<file path="src/rtl/router_pkg.sv">
package router_pkg;
  localparam int ADDR_W = 32;
  localparam int DATA_W = 32;
  localparam int CMD_W  = 2;

  typedef enum logic [1:0] {
    SZ_WORD  = 2'b00,
    SZ_HALF  = 2'b01,
    SZ_BYTE  = 2'b10,
    SZ_FETCH = 2'b11
  } acc_size_e;

  typedef enum logic [1:0] {
    TGT_RAM = 2'd0,
    TGT_SHM = 2'd1,
    TGT_REG = 2'd2,
    TGT_IO  = 2'd3
  } tgt_e;

  typedef enum logic [2:0] {
    ST_IDLE = 3'd0,
    ST_RAM  = 3'd1,
    ST_SHM  = 3'd2,
    ST_REG  = 3'd3,
    ST_IO   = 3'd4,
    ST_RESP = 3'd5
  } rstate_e;

  localparam logic [CMD_W-1:0] CMD_IDLE = 2'd0;
  localparam logic [CMD_W-1:0] CMD_OUT  = 2'd1;
  localparam logic [CMD_W-1:0] CMD_IN   = 2'd2;
endpackage

</file>
<file path="src/rtl/lane_swizzle.sv">
module lane_swizzle
  import router_pkg::*;
#(
  parameter int AW = ADDR_W
) (
  input  logic [AW-1:0] addr_in,
  input  acc_size_e     size,
  output logic [AW-1:0] addr_out
);
  localparam int LANE_BITS = 2;

  logic [LANE_BITS-1:0] flip;

  always_comb begin
    case (size)
      SZ_BYTE, SZ_FETCH: flip = 2'b11;
      SZ_HALF:           flip = 2'b10;
      default:           flip = 2'b00;
    endcase
    addr_out = {addr_in[AW-1:LANE_BITS], addr_in[LANE_BITS-1:0] ^ flip};
  end
endmodule

</file>
<file path="src/rtl/window_decode.sv">
module window_decode
  import router_pkg::*;
#(
  parameter logic [ADDR_W-1:0] SHM_BASE   = 32'h1000_0000,
  parameter logic [ADDR_W-1:0] REG_BASE   = 32'h1800_0000,
  parameter logic [ADDR_W-1:0] IO_BASE    = 32'h1F00_0000,
  parameter logic [ADDR_W-1:0] TIMER_ADDR = 32'h8000_0100,
  parameter int                REG_IDX_W  = 8
) (
  input  logic [ADDR_W-1:0]    addr,
  input  acc_size_e            size,
  input  logic                 write,
  output tgt_e                 tgt,
  output logic [ADDR_W-1:0]    ram_addr,
  output logic [ADDR_W-1:0]    shm_addr,
  output logic [REG_IDX_W-1:0] reg_idx,
  output logic                 is_timer
);
  localparam int IDX_LO = 2;

  lane_swizzle #(.AW(ADDR_W)) u_swz (
    .addr_in (addr),
    .size    (size),
    .addr_out(ram_addr)
  );

  always_comb begin
    if (addr < SHM_BASE)      tgt = TGT_RAM;
    else if (addr < REG_BASE) tgt = TGT_SHM;
    else if (addr < IO_BASE)  tgt = TGT_REG;
    else                      tgt = TGT_IO;
  end

  assign shm_addr = addr - SHM_BASE;
  assign reg_idx  = addr[IDX_LO +: REG_IDX_W];
  assign is_timer = !write && (addr == TIMER_ADDR);
endmodule

</file>
<file path="src/rtl/cycle_counter.sv">
module cycle_counter #(
  parameter int W = 32
) (
  input  logic         clk,
  input  logic         rst_n,
  input  logic         en,
  output logic [W-1:0] count
);
  logic [W-1:0] count_d;

  always_comb count_d = count + W'(1);

  always_ff @(posedge clk or negedge rst_n) begin
    if (!rst_n)  count <= '0;
    else if (en) count <= count_d;
  end
endmodule

</file>
<file path="src/rtl/io_mailbox.sv">
module io_mailbox
  import router_pkg::*;
#(
  parameter int AW = ADDR_W,
  parameter int DW = DATA_W
) (
  input  logic             clk,
  input  logic             rst_n,
  input  logic             post,
  input  logic             post_write,
  input  logic [AW-1:0]    post_port,
  input  logic [DW-1:0]    post_data,
  input  logic             done,
  output logic [CMD_W-1:0] cmd,
  output logic [AW-1:0]    port,
  output logic [DW-1:0]    wdata,
  output logic             complete
);
  logic [CMD_W-1:0] cmd_d;
  logic             busy;

  assign busy     = (cmd != CMD_IDLE);
  assign complete = busy && done;

  always_comb begin
    cmd_d = cmd;
    if (post)          cmd_d = post_write ? CMD_OUT : CMD_IN;
    else if (complete) cmd_d = CMD_IDLE;
  end

  always_ff @(posedge clk or negedge rst_n) begin
    if (!rst_n) cmd <= CMD_IDLE;
    else        cmd <= cmd_d;
  end

  always_ff @(posedge clk or negedge rst_n) begin
    if (!rst_n) begin
      port  <= '0;
      wdata <= '0;
    end else if (post) begin
      port  <= post_port;
      wdata <= post_data;
    end
  end
endmodule

</file>
<file path="src/rtl/addr_window_router.sv">
module addr_window_router
  import router_pkg::*;
#(
  parameter logic [ADDR_W-1:0] SHM_BASE   = 32'h1000_0000,
  parameter logic [ADDR_W-1:0] REG_BASE   = 32'h1800_0000,
  parameter logic [ADDR_W-1:0] IO_BASE    = 32'h1F00_0000,
  parameter logic [ADDR_W-1:0] TIMER_ADDR = 32'h8000_0100,
  parameter int                REG_IDX_W  = 8
) (
  input  logic                 clk,
  input  logic                 rst_n,
  input  logic                 req_valid,
  input  logic                 req_write,
  input  logic [1:0]           req_size,
  input  logic [ADDR_W-1:0]    req_addr,
  input  logic [DATA_W-1:0]    req_wdata,
  output logic                 req_ready,
  output logic [DATA_W-1:0]    req_rdata,
  output logic                 ram_req,
  output logic                 ram_we,
  output logic [1:0]           ram_size,
  output logic [ADDR_W-1:0]    ram_addr,
  output logic [DATA_W-1:0]    ram_wdata,
  input  logic                 ram_ack,
  input  logic [DATA_W-1:0]    ram_rdata,
  output logic                 shm_req,
  output logic                 shm_we,
  output logic [ADDR_W-1:0]    shm_addr,
  output logic [DATA_W-1:0]    shm_wdata,
  input  logic                 shm_ack,
  input  logic [DATA_W-1:0]    shm_rdata,
  output logic                 reg_req,
  output logic                 reg_we,
  output logic [REG_IDX_W-1:0] reg_idx,
  output logic [DATA_W-1:0]    reg_wdata,
  input  logic [DATA_W-1:0]    reg_rdata,
  output logic [CMD_W-1:0]     io_cmd,
  output logic [ADDR_W-1:0]    io_port,
  output logic [DATA_W-1:0]    io_wdata,
  input  logic                 io_done,
  input  logic [DATA_W-1:0]    io_rdata
);
  localparam int SYNC_STAGES = 2;

  // reset: asserted at once, released through a short synchronizer
  logic [SYNC_STAGES-1:0] rst_sync;
  logic                   rst_core_n;

  always_ff @(posedge clk or negedge rst_n) begin
    if (!rst_n) rst_sync <= '0;
    else        rst_sync <= {rst_sync[SYNC_STAGES-2:0], 1'b1};
  end
  assign rst_core_n = rst_sync[SYNC_STAGES-1];

  // free-running counter served at the timer address
  logic [DATA_W-1:0] cyc_cnt;

  cycle_counter #(.W(DATA_W)) u_cnt (
    .clk  (clk),
    .rst_n(rst_core_n),
    .en   (1'b1),
    .count(cyc_cnt)
  );

  // address decode of the incoming request
  acc_size_e            in_size;
  tgt_e                 dec_tgt;
  logic [ADDR_W-1:0]    dec_ram_addr;
  logic [ADDR_W-1:0]    dec_shm_addr;
  logic [REG_IDX_W-1:0] dec_reg_idx;
  logic                 dec_timer;

  assign in_size = acc_size_e'(req_size);

  window_decode #(
    .SHM_BASE  (SHM_BASE),
    .REG_BASE  (REG_BASE),
    .IO_BASE   (IO_BASE),
    .TIMER_ADDR(TIMER_ADDR),
    .REG_IDX_W (REG_IDX_W)
  ) u_dec (
    .addr    (req_addr),
    .size    (in_size),
    .write   (req_write),
    .tgt     (dec_tgt),
    .ram_addr(dec_ram_addr),
    .shm_addr(dec_shm_addr),
    .reg_idx (dec_reg_idx),
    .is_timer(dec_timer)
  );

  // transaction state
  rstate_e           state_q, state_d;
  logic              we_q, we_d;
  acc_size_e         size_q, size_d;
  logic [ADDR_W-1:0] addr_q, addr_d;
  logic [DATA_W-1:0] wdata_q, wdata_d;
  logic              ram_req_q, ram_req_d;
  logic              shm_req_q, shm_req_d;
  logic              reg_req_q, reg_req_d;
  logic              ready_q, ready_d;
  logic [DATA_W-1:0] rdata_q, rdata_d;
  logic              mb_post;
  logic              mb_complete;
  logic              accept;

  assign accept = (state_q == ST_IDLE) && req_valid;

  io_mailbox #(.AW(ADDR_W), .DW(DATA_W)) u_mb (
    .clk       (clk),
    .rst_n     (rst_core_n),
    .post      (mb_post),
    .post_write(req_write),
    .post_port (req_addr),
    .post_data (req_wdata),
    .done      (io_done),
    .cmd       (io_cmd),
    .port      (io_port),
    .wdata     (io_wdata),
    .complete  (mb_complete)
  );

  // next-state logic
  always_comb begin
    state_d   = state_q;
    we_d      = we_q;
    size_d    = size_q;
    addr_d    = addr_q;
    wdata_d   = wdata_q;
    ram_req_d = ram_req_q;
    shm_req_d = shm_req_q;
    reg_req_d = 1'b0;
    ready_d   = 1'b0;
    rdata_d   = rdata_q;
    mb_post   = 1'b0;
    case (state_q)
      ST_IDLE: begin
        if (accept) begin
          we_d    = req_write;
          size_d  = in_size;
          wdata_d = req_wdata;
          case (dec_tgt)
            TGT_RAM: begin
              addr_d    = dec_ram_addr;
              ram_req_d = 1'b1;
              state_d   = ST_RAM;
            end
            TGT_SHM: begin
              addr_d    = dec_shm_addr;
              shm_req_d = 1'b1;
              state_d   = ST_SHM;
            end
            TGT_REG: begin
              addr_d    = ADDR_W'(dec_reg_idx);
              reg_req_d = 1'b1;
              state_d   = ST_REG;
            end
            default: begin
              addr_d = req_addr;
              if (dec_timer) begin
                rdata_d = cyc_cnt;
                ready_d = 1'b1;
                state_d = ST_RESP;
              end else begin
                mb_post = 1'b1;
                state_d = ST_IO;
              end
            end
          endcase
        end
      end
      ST_RAM: begin
        if (ram_ack) begin
          ram_req_d = 1'b0;
          ready_d   = 1'b1;
          rdata_d   = we_q ? '0 : ram_rdata;
          state_d   = ST_RESP;
        end
      end
      ST_SHM: begin
        if (shm_ack) begin
          shm_req_d = 1'b0;
          ready_d   = 1'b1;
          rdata_d   = we_q ? '0 : shm_rdata;
          state_d   = ST_RESP;
        end
      end
      ST_REG: begin
        ready_d = 1'b1;
        rdata_d = we_q ? '0 : reg_rdata;
        state_d = ST_RESP;
      end
      ST_IO: begin
        if (mb_complete) begin
          ready_d = 1'b1;
          rdata_d = we_q ? '0 : io_rdata;
          state_d = ST_RESP;
        end
      end
      default: state_d = ST_IDLE;
    endcase
  end

  // registers
  always_ff @(posedge clk or negedge rst_core_n) begin
    if (!rst_core_n) begin
      state_q   <= ST_IDLE;
      we_q      <= 1'b0;
      size_q    <= SZ_WORD;
      addr_q    <= '0;
      wdata_q   <= '0;
      ram_req_q <= 1'b0;
      shm_req_q <= 1'b0;
      reg_req_q <= 1'b0;
      ready_q   <= 1'b0;
      rdata_q   <= '0;
    end else begin
      state_q   <= state_d;
      we_q      <= we_d;
      size_q    <= size_d;
      addr_q    <= addr_d;
      wdata_q   <= wdata_d;
      ram_req_q <= ram_req_d;
      shm_req_q <= shm_req_d;
      reg_req_q <= reg_req_d;
      ready_q   <= ready_d;
      rdata_q   <= rdata_d;
    end
  end

  // outputs
  assign req_ready = ready_q;
  assign req_rdata = rdata_q;
  assign ram_req   = ram_req_q;
  assign ram_we    = we_q;
  assign ram_size  = size_q;
  assign ram_addr  = addr_q;
  assign ram_wdata = wdata_q;
  assign shm_req   = shm_req_q;
  assign shm_we    = we_q;
  assign shm_addr  = addr_q;
  assign shm_wdata = wdata_q;
  assign reg_req   = reg_req_q;
  assign reg_we    = we_q;
  assign reg_idx   = addr_q[REG_IDX_W-1:0];
  assign reg_wdata = wdata_q;
endmodule

</file>
<file path="config.mk">
export PLATFORM = sky130hd
export DESIGN_NAME = addr_window_router
export DESIGN_NICKNAME = d
export VERILOG_FILES = /design/src/rtl/router_pkg.sv /design/src/rtl/lane_swizzle.sv /design/src/rtl/window_decode.sv /design/src/rtl/cycle_counter.sv /design/src/rtl/io_mailbox.sv /design/src/rtl/addr_window_router.sv
export SDC_FILE = /design/constraint.sdc
export NUM_CORES = 1
export LEC_CHECK = 0
export BUFFER_PORTS_ARGS = -buffer_cell sky130_fd_sc_hd__buf_2
export CAP_MARGIN = 0
export CORE_AREA = 2 2 185 187
export CTS_CLUSTER_DIAMETER = 120
export CTS_CLUSTER_SIZE = 10
export DETAILED_ROUTE_END_ITERATION = 12
export DIE_AREA = 0 0 187 189
export PLACE_DENSITY_LB_ADDON = 0.2
export SKIP_LAST_GASP = 1
export SYNTH_ARGS = -nofsm -noshare
export SYNTH_HDL_FRONTEND = slang
export SYNTH_SLANG_ARGS = --single-unit
</file>
<file path="constraint.sdc">
create_clock -name clk -period 8.9 [get_ports clk]
set_input_delay 0.445 -clock clk [delete_from_list [all_inputs] [get_ports clk]]
set_output_delay 0.445 -clock clk [all_outputs]
set_load 0.005 [all_outputs]
</file>
[After elaboration in Yosys (flattened, before gate mapping)]
Index checks and enable logic that the tools add are counted.
Storage, ports and cells
  register bits: 206
  output and inout bits: 275
  logic and storage cells: 105
Cells by class
  add/subtract/negate cells: 2
  $lt $le $gt $ge: 3
  equal/unequal tests: 18
  multiplexer cells: 48
  bitwise operators: 1
  reductions and logical operators: 18
Operators by type and width (number)
  $mux 32: 10
  $pmux 32 s5: 1
  $lt 32x29->1 const B: 3
  $pmux 32 s3: 1
  $add 32x1->32 const B: 1
  $eq 32x32->1 const B: 1
  $sub 32x29->32 const B: 1
  $mux 1: 21
  $pmux 3 s5: 1
  $mux 3: 4
  $ne 2x2->1 const B: 6
  $reduce_and 4->1: 3
  $mux 2: 5
  $pmux 3 s3: 1
  $reduce_bool 2->1: 4
  $reduce_and 7->1: 1
  $eq 2x2->1 const B: 3
  $eq 3x2->1 const B: 2
  $pmux 1 s5: 1
  $reduce_bool 5->1: 1
  $eq 2x1->1 const B: 2
  $ne 2x1->1 const B: 2
  $pmux 1 s2: 2
  $pmux 2 s2: 1
  10 further kinds: 12

[Depth between registers and ports, before layout]
  depth after elaboration: 10
  gate-level depth with buffers: 12
  depth with buffers taken out: 11

[Hierarchy]
A second synthesis with hierarchy kept.
Second synthesis, totals
  cells, all modules: 1182
  area, all modules: 11583.6 um2
By module, submodules not included
  addr_window_router: times used 1, cells each 822, area an instance 6956.7 um2, sequential area each 2702.6 um2
  io_mailbox: times used 1, cells each 142, area an instance 2461.1 um2, sequential area each 1651.6 um2
  cycle_counter: times used 1, cells each 123, area an instance 1448.9 um2, sequential area each 800.8 um2
  window_decode: times used 1, cells each 62, area an instance 467.9 um2, sequential area each 0.0 um2
  lane_swizzle: times used 1, cells each 33, area an instance 249.0 um2, sequential area each 0.0 um2

[Least setup slack after synthesis]
Ideal clock, no wire load.
  path type: in2reg
  start: input port req_addr[29]
  end: register u_mb.port[0]
  arrival time: 2.336 ns
  data required time: 8.775 ns
  path slack: 6.440 ns
  stages: 10
  buffers on the path: 2
  cell sequence: inv_1 ha_1 nand2_1 a311oi_1 o21ai_0 ha_1 clkbuf_1 o211ai_1 buf_2 mux2_2
Between the ends
  longest elaborated chain between the ends: 9
  elaborated cells between the ends (all ways): 16
  those cells by class: order compare (3); eq/ne (3); mux (7); reduce/logical (3)
Ends and longest elaborated chain
  from (decl): line addr_window_router.sv:15  | input logic [ADDR_W-1:0] req_addr,
  $lt 32x29->1: line window_decode.sv:30  | else if (addr < IO_BASE) tgt = TGT_REG;
  $mux 1: line window_decode.sv:30
  $mux 2: line window_decode.sv:29  | else if (addr < REG_BASE) tgt = TGT_SHM;
  $mux 2: line window_decode.sv:28  | if (addr < SHM_BASE) tgt = TGT_RAM;
  $eq 2x2->1, or another cell as far along: line addr_window_router.sv:142  | case (dec_tgt)
  $reduce_or 3->1 (no line)
  $mux 1 *: line addr_window_router.sv:142
  $mux 1 *: line addr_window_router.sv:138  | if (accept) begin
  $mux 1 *: line addr_window_router.sv:136  | case (state_q)
  to (signal assigned): line io_mailbox.sv:41  | port <= post_port;
  to (decl): line io_mailbox.sv:15  | output logic [AW-1:0] port,
Mark *: on every way between the ends. The rest lies on a longest branch, timed or not.
A chain may end at the register's enable or synchronous reset.

[Final worst setup path]
  start: input port req_addr[29]
  end: register rdata_q[4], in the netlist req_rdata[4]
Between the ends
  longest elaborated chain between the ends: 8
  elaborated cells between the ends (all ways): 15
  those cells by class: order compare (3); eq/ne (5); mux (3); reduce/logical (4)
Ends and longest elaborated chain
  $lt 32x29->1: line window_decode.sv:30
  $mux 1: line window_decode.sv:30
  $mux 2: line window_decode.sv:29
  $mux 2: line window_decode.sv:28
  $eq 2x2->1, or another cell as far along: line addr_window_router.sv:142
  $reduce_or 3->1 (no line)
  $ne 2x2->1 (no line)
  $reduce_and 7->1 (no line) *
  to (signal assigned): line addr_window_router.sv:227  | rdata_q <= rdata_d;
  to (decl): line addr_window_router.sv:102  | logic [DATA_W-1:0] rdata_q, rdata_d;
Marked as above.

==> impl_metrics.toml <==
[outcome]
outcome = "finished, final reports clean"

[floorplan]
core.rowCount = 67
die_w_microns = 187
io-pin-count = 476
dieArea_sq_mm = 0.0353
die_h_microns = 189
core-area_sq_mm = 0.0333
start_util = 0.313

[global_route]
antenna_found_initial = 2
grt_util_all_layers = 0.179
grt_max_degree = 77
grt_first_pass_wirelength_microns = 49800
grt_pass1_vias = 8381
grt-ovfl-total = 0

[power_and_ir_drop]
leakage_nw = 6.66
p_per_area_mw_per_mm2 = 318
ir_drop_mv = 0.138

[clocking]
cts_buffers = 24
cts.sinks = 206
clk_pin_slew_ps = 60
cts_max_level = 1
postCtsSetupRepairBufs = 0
cts_tree = "yes"
ctsRootBufferMaster = "clkbuf_16"
insertion_delay_ps = 520
clockBufferDepth = 3

[synth]
ys_ff_latch = 206
yosysTopAreaCell = "dfrtp_1"
yosys-top-cells-area = "dfrtp_1 50%, buf_4 7.6%, nand2_1 7.4%"
ys.flop_type = "dfrtp_1"
syn-instance-count = 1003
synth_fp_nets = 1212
synth_area_per_cell_sq_um = 10.4
async_flop_share = 1.00
syn_area_sq_mm = 0.0104
synth_cell_types = 55
yosys_warnings = 0
synth_edf_count = 0
yosysSeqAreaShare = 0.495
synth_top_area_share = 0.495

[finish]
num-nets-final = 1568
antennaDiodeCount = 0
fill_cells = 3405
syn2layout_area_growth_pct = 25.9
ff_latch_area_sq_mm = 0.00516
multiInputGateArea_sq_mm = 0.00420
drive_gt1_frac = 0.444
finish.instance_area_sq_mm = 0.0131

[route]
drtPass1Iterations = 4
wl_per_cell_microns = 18.0
route.detailed.drc = 0
antenna_left = 0
vias = 8565
first_iter_violations = 369
routed_wl_microns = 32500
avgViaCountPerCell = 4.73

[sta]
finClkSkew_ps = 14.4
slew_headroom = 0.340
grt_setup_unrepaired = "false"
period_needed_ps = 3220
period_share = 0.362
tightest_slew_ps = 991
slew_violations = 0
fmax_mhz = 310
hold_violations = 0
setup-tns-final_ps = 0
setup_viol = 0

[placed_design]
gp_congestion = 0.787
place_area_sq_mm = 0.0124
hpwl_microns = 24700
port_buffers = 475

[run]
drv_cap = 0

[critical_path]
critPathRequiredTime_ps = 9290
critPathMaxStageDelay_ps = 730
crit_path_start_kind = "input port"
cp_max_fo = 34
critPathKind = "input port to flip-flop"
cpMostUsedCell = "ha_1"
crit_slowest_cell = "nand3_2"
arrival_ps = 3610
crit_chain = "buf_2 -> inv_1 -> ha_1 -> nand2_1 -> a311oi_1 -> o21ai_0 -> ha_1 -> nand3_1 -> o31ai_2 -> nand3_2 -> mux2_1"
worstReg2RegStart = "state_q[0]"
cp-end-kind = "flip-flop"
crit_path_start = "req_addr[29]"

[worst_hold_path]
hold_class = "input port to flip-flop"
holdCritStartpoint = "req_wdata[8]"
-- area by class of cell --
type / count / share of cell area
Multi-Input combinational cell: 626 / 0.320
Tap cell: 448 / 0.0428
Clock buffer: 26 / 0.0464
Clock inverter: 2 / 0.00353
Inverter: 11 / 0.00315
Sequential cell: 206 / 0.394
Timing Repair Buffer: 490 / 0.190
-- power by group --
part,total (mW),switching [mW],internal (mW)
Combinational,1.75,0.901,0.844
Sequential,1.55,0.261,1.29
Clock,0.870,0.363,0.507
-- cells in the final DEF, fill, tap and decap left out, drive strengths merged, types with 4 or more instances in the layout --
cell      n
mux2i    33
mux2     96
nand4    11
nor3      4
ha        8
nand2   204
nor2b     4
xor2      4
o21ai    50
nor4      9
a22oi    31
nor2     30
dfrtp   206
nand3    36
inv      11
buf     489
a21oi     6
a221oi    7
xnor2    27
o22a     31
clkbuf   26
and3      4
-- state kept, by name (all words and copies together) (netlist names) --
signal / cells
u_mb.wdata: 32
shm_req: 1
u_mb.port: 32
ram_req: 1
rst_sync: 2
u_cnt.count: 32
u_mb.cmd: 2
ram_addr: 32
ram_wdata: 32
ram_we: 1
state_q: 3
ram_size: 2
req_rdata: 32
reg_req: 1
req_ready: 1
-- final timing paths --
kind | end | slack (ps) | depth (start not counted)
worst max-delay path | req_rdata[4] | 5680 | 11
worst min-delay path | ram_wdata[8] | 140 | 3
worst max register to register | req_rdata[4] | 5860 | 5
worst min register to register | u_mb.port[0] | 260 | 0
max in group asynchronous | ram_wdata[30] | 6900 | 2
min in group asynchronous | rst_sync[1] | 240 | 2
-- what timing repair did --
item                       in CTS  in global routing
resized for setup               0                  0
hold endpoints to repair        2                  0
setup endpoints to repair       0                  0
hold buffers                    1                  0
-- Yosys cell counts, drive strengths merged (2+ instances only) --
cell type,instances
and3,4
mux2i,33
ha,8
nand3,36
nor3,4
nand2b,2
xor2,4
nor2,30
nand3b,2
nor3b,3
o21ai,50
clkbuf,26
nor2b,4
nand2,204
a221oi,7
a21oi,6
buf,134
and4,2
xnor2,27
mux2,96
or2,3
a31oi,2
dfrtp,206
nor4,9
a22oi,31
inv,11
o22a,31
o211ai,2
nand4,11
-- cells by family after synthesis --
family / count (synthesis) / share of synthesized area
other cells: 1 / 0.000360
simple gates: 319 / 0.136
buf+inv: 171 / 0.104
fa+ha+maj: 8 / 0.00962
xor+xnor: 31 / 0.0261
flops: 206 / 0.495
compound gates: 138 / 0.0926
mux: 129 / 0.136
-- critical path: cells and delay by family --
kind | cells | cell delay (ps)
simple gates | 3 | 940
buf+inv | 2 | 230
mux | 1 | 610
compound gates | 3 | 680
fa+ha+maj | 2 | 670
-- routing by layer --
metal	global-route usage	share of wire	routed length [microns]	vias to the layer above
li1	-	-	-	4055
met1	0.227	0.42	13600	4108
met2	0.306	0.48	15700	360
met3	0.0423	0.075	2450	38
met4	0.0464	0.022	722	4
met5	0	0.00077	25	-
-- per-stage QoR --
stage	hold slack (ps)	power, mW	std cells	util	setup WS (ps)
after floorplan	149	2.73	1003	-	2730
after global placement	236	3.35	1780	0.374	5180
after detailed placement	237	3.37	1780	0.374	5080
after CTS	108	4.27	1809	0.394	5630
after global routing	116	4.47	1809	0.394	5330
final	135	4.17	1809	0.394	5680
Note: power is estimated with default switching activity, not from simulation.
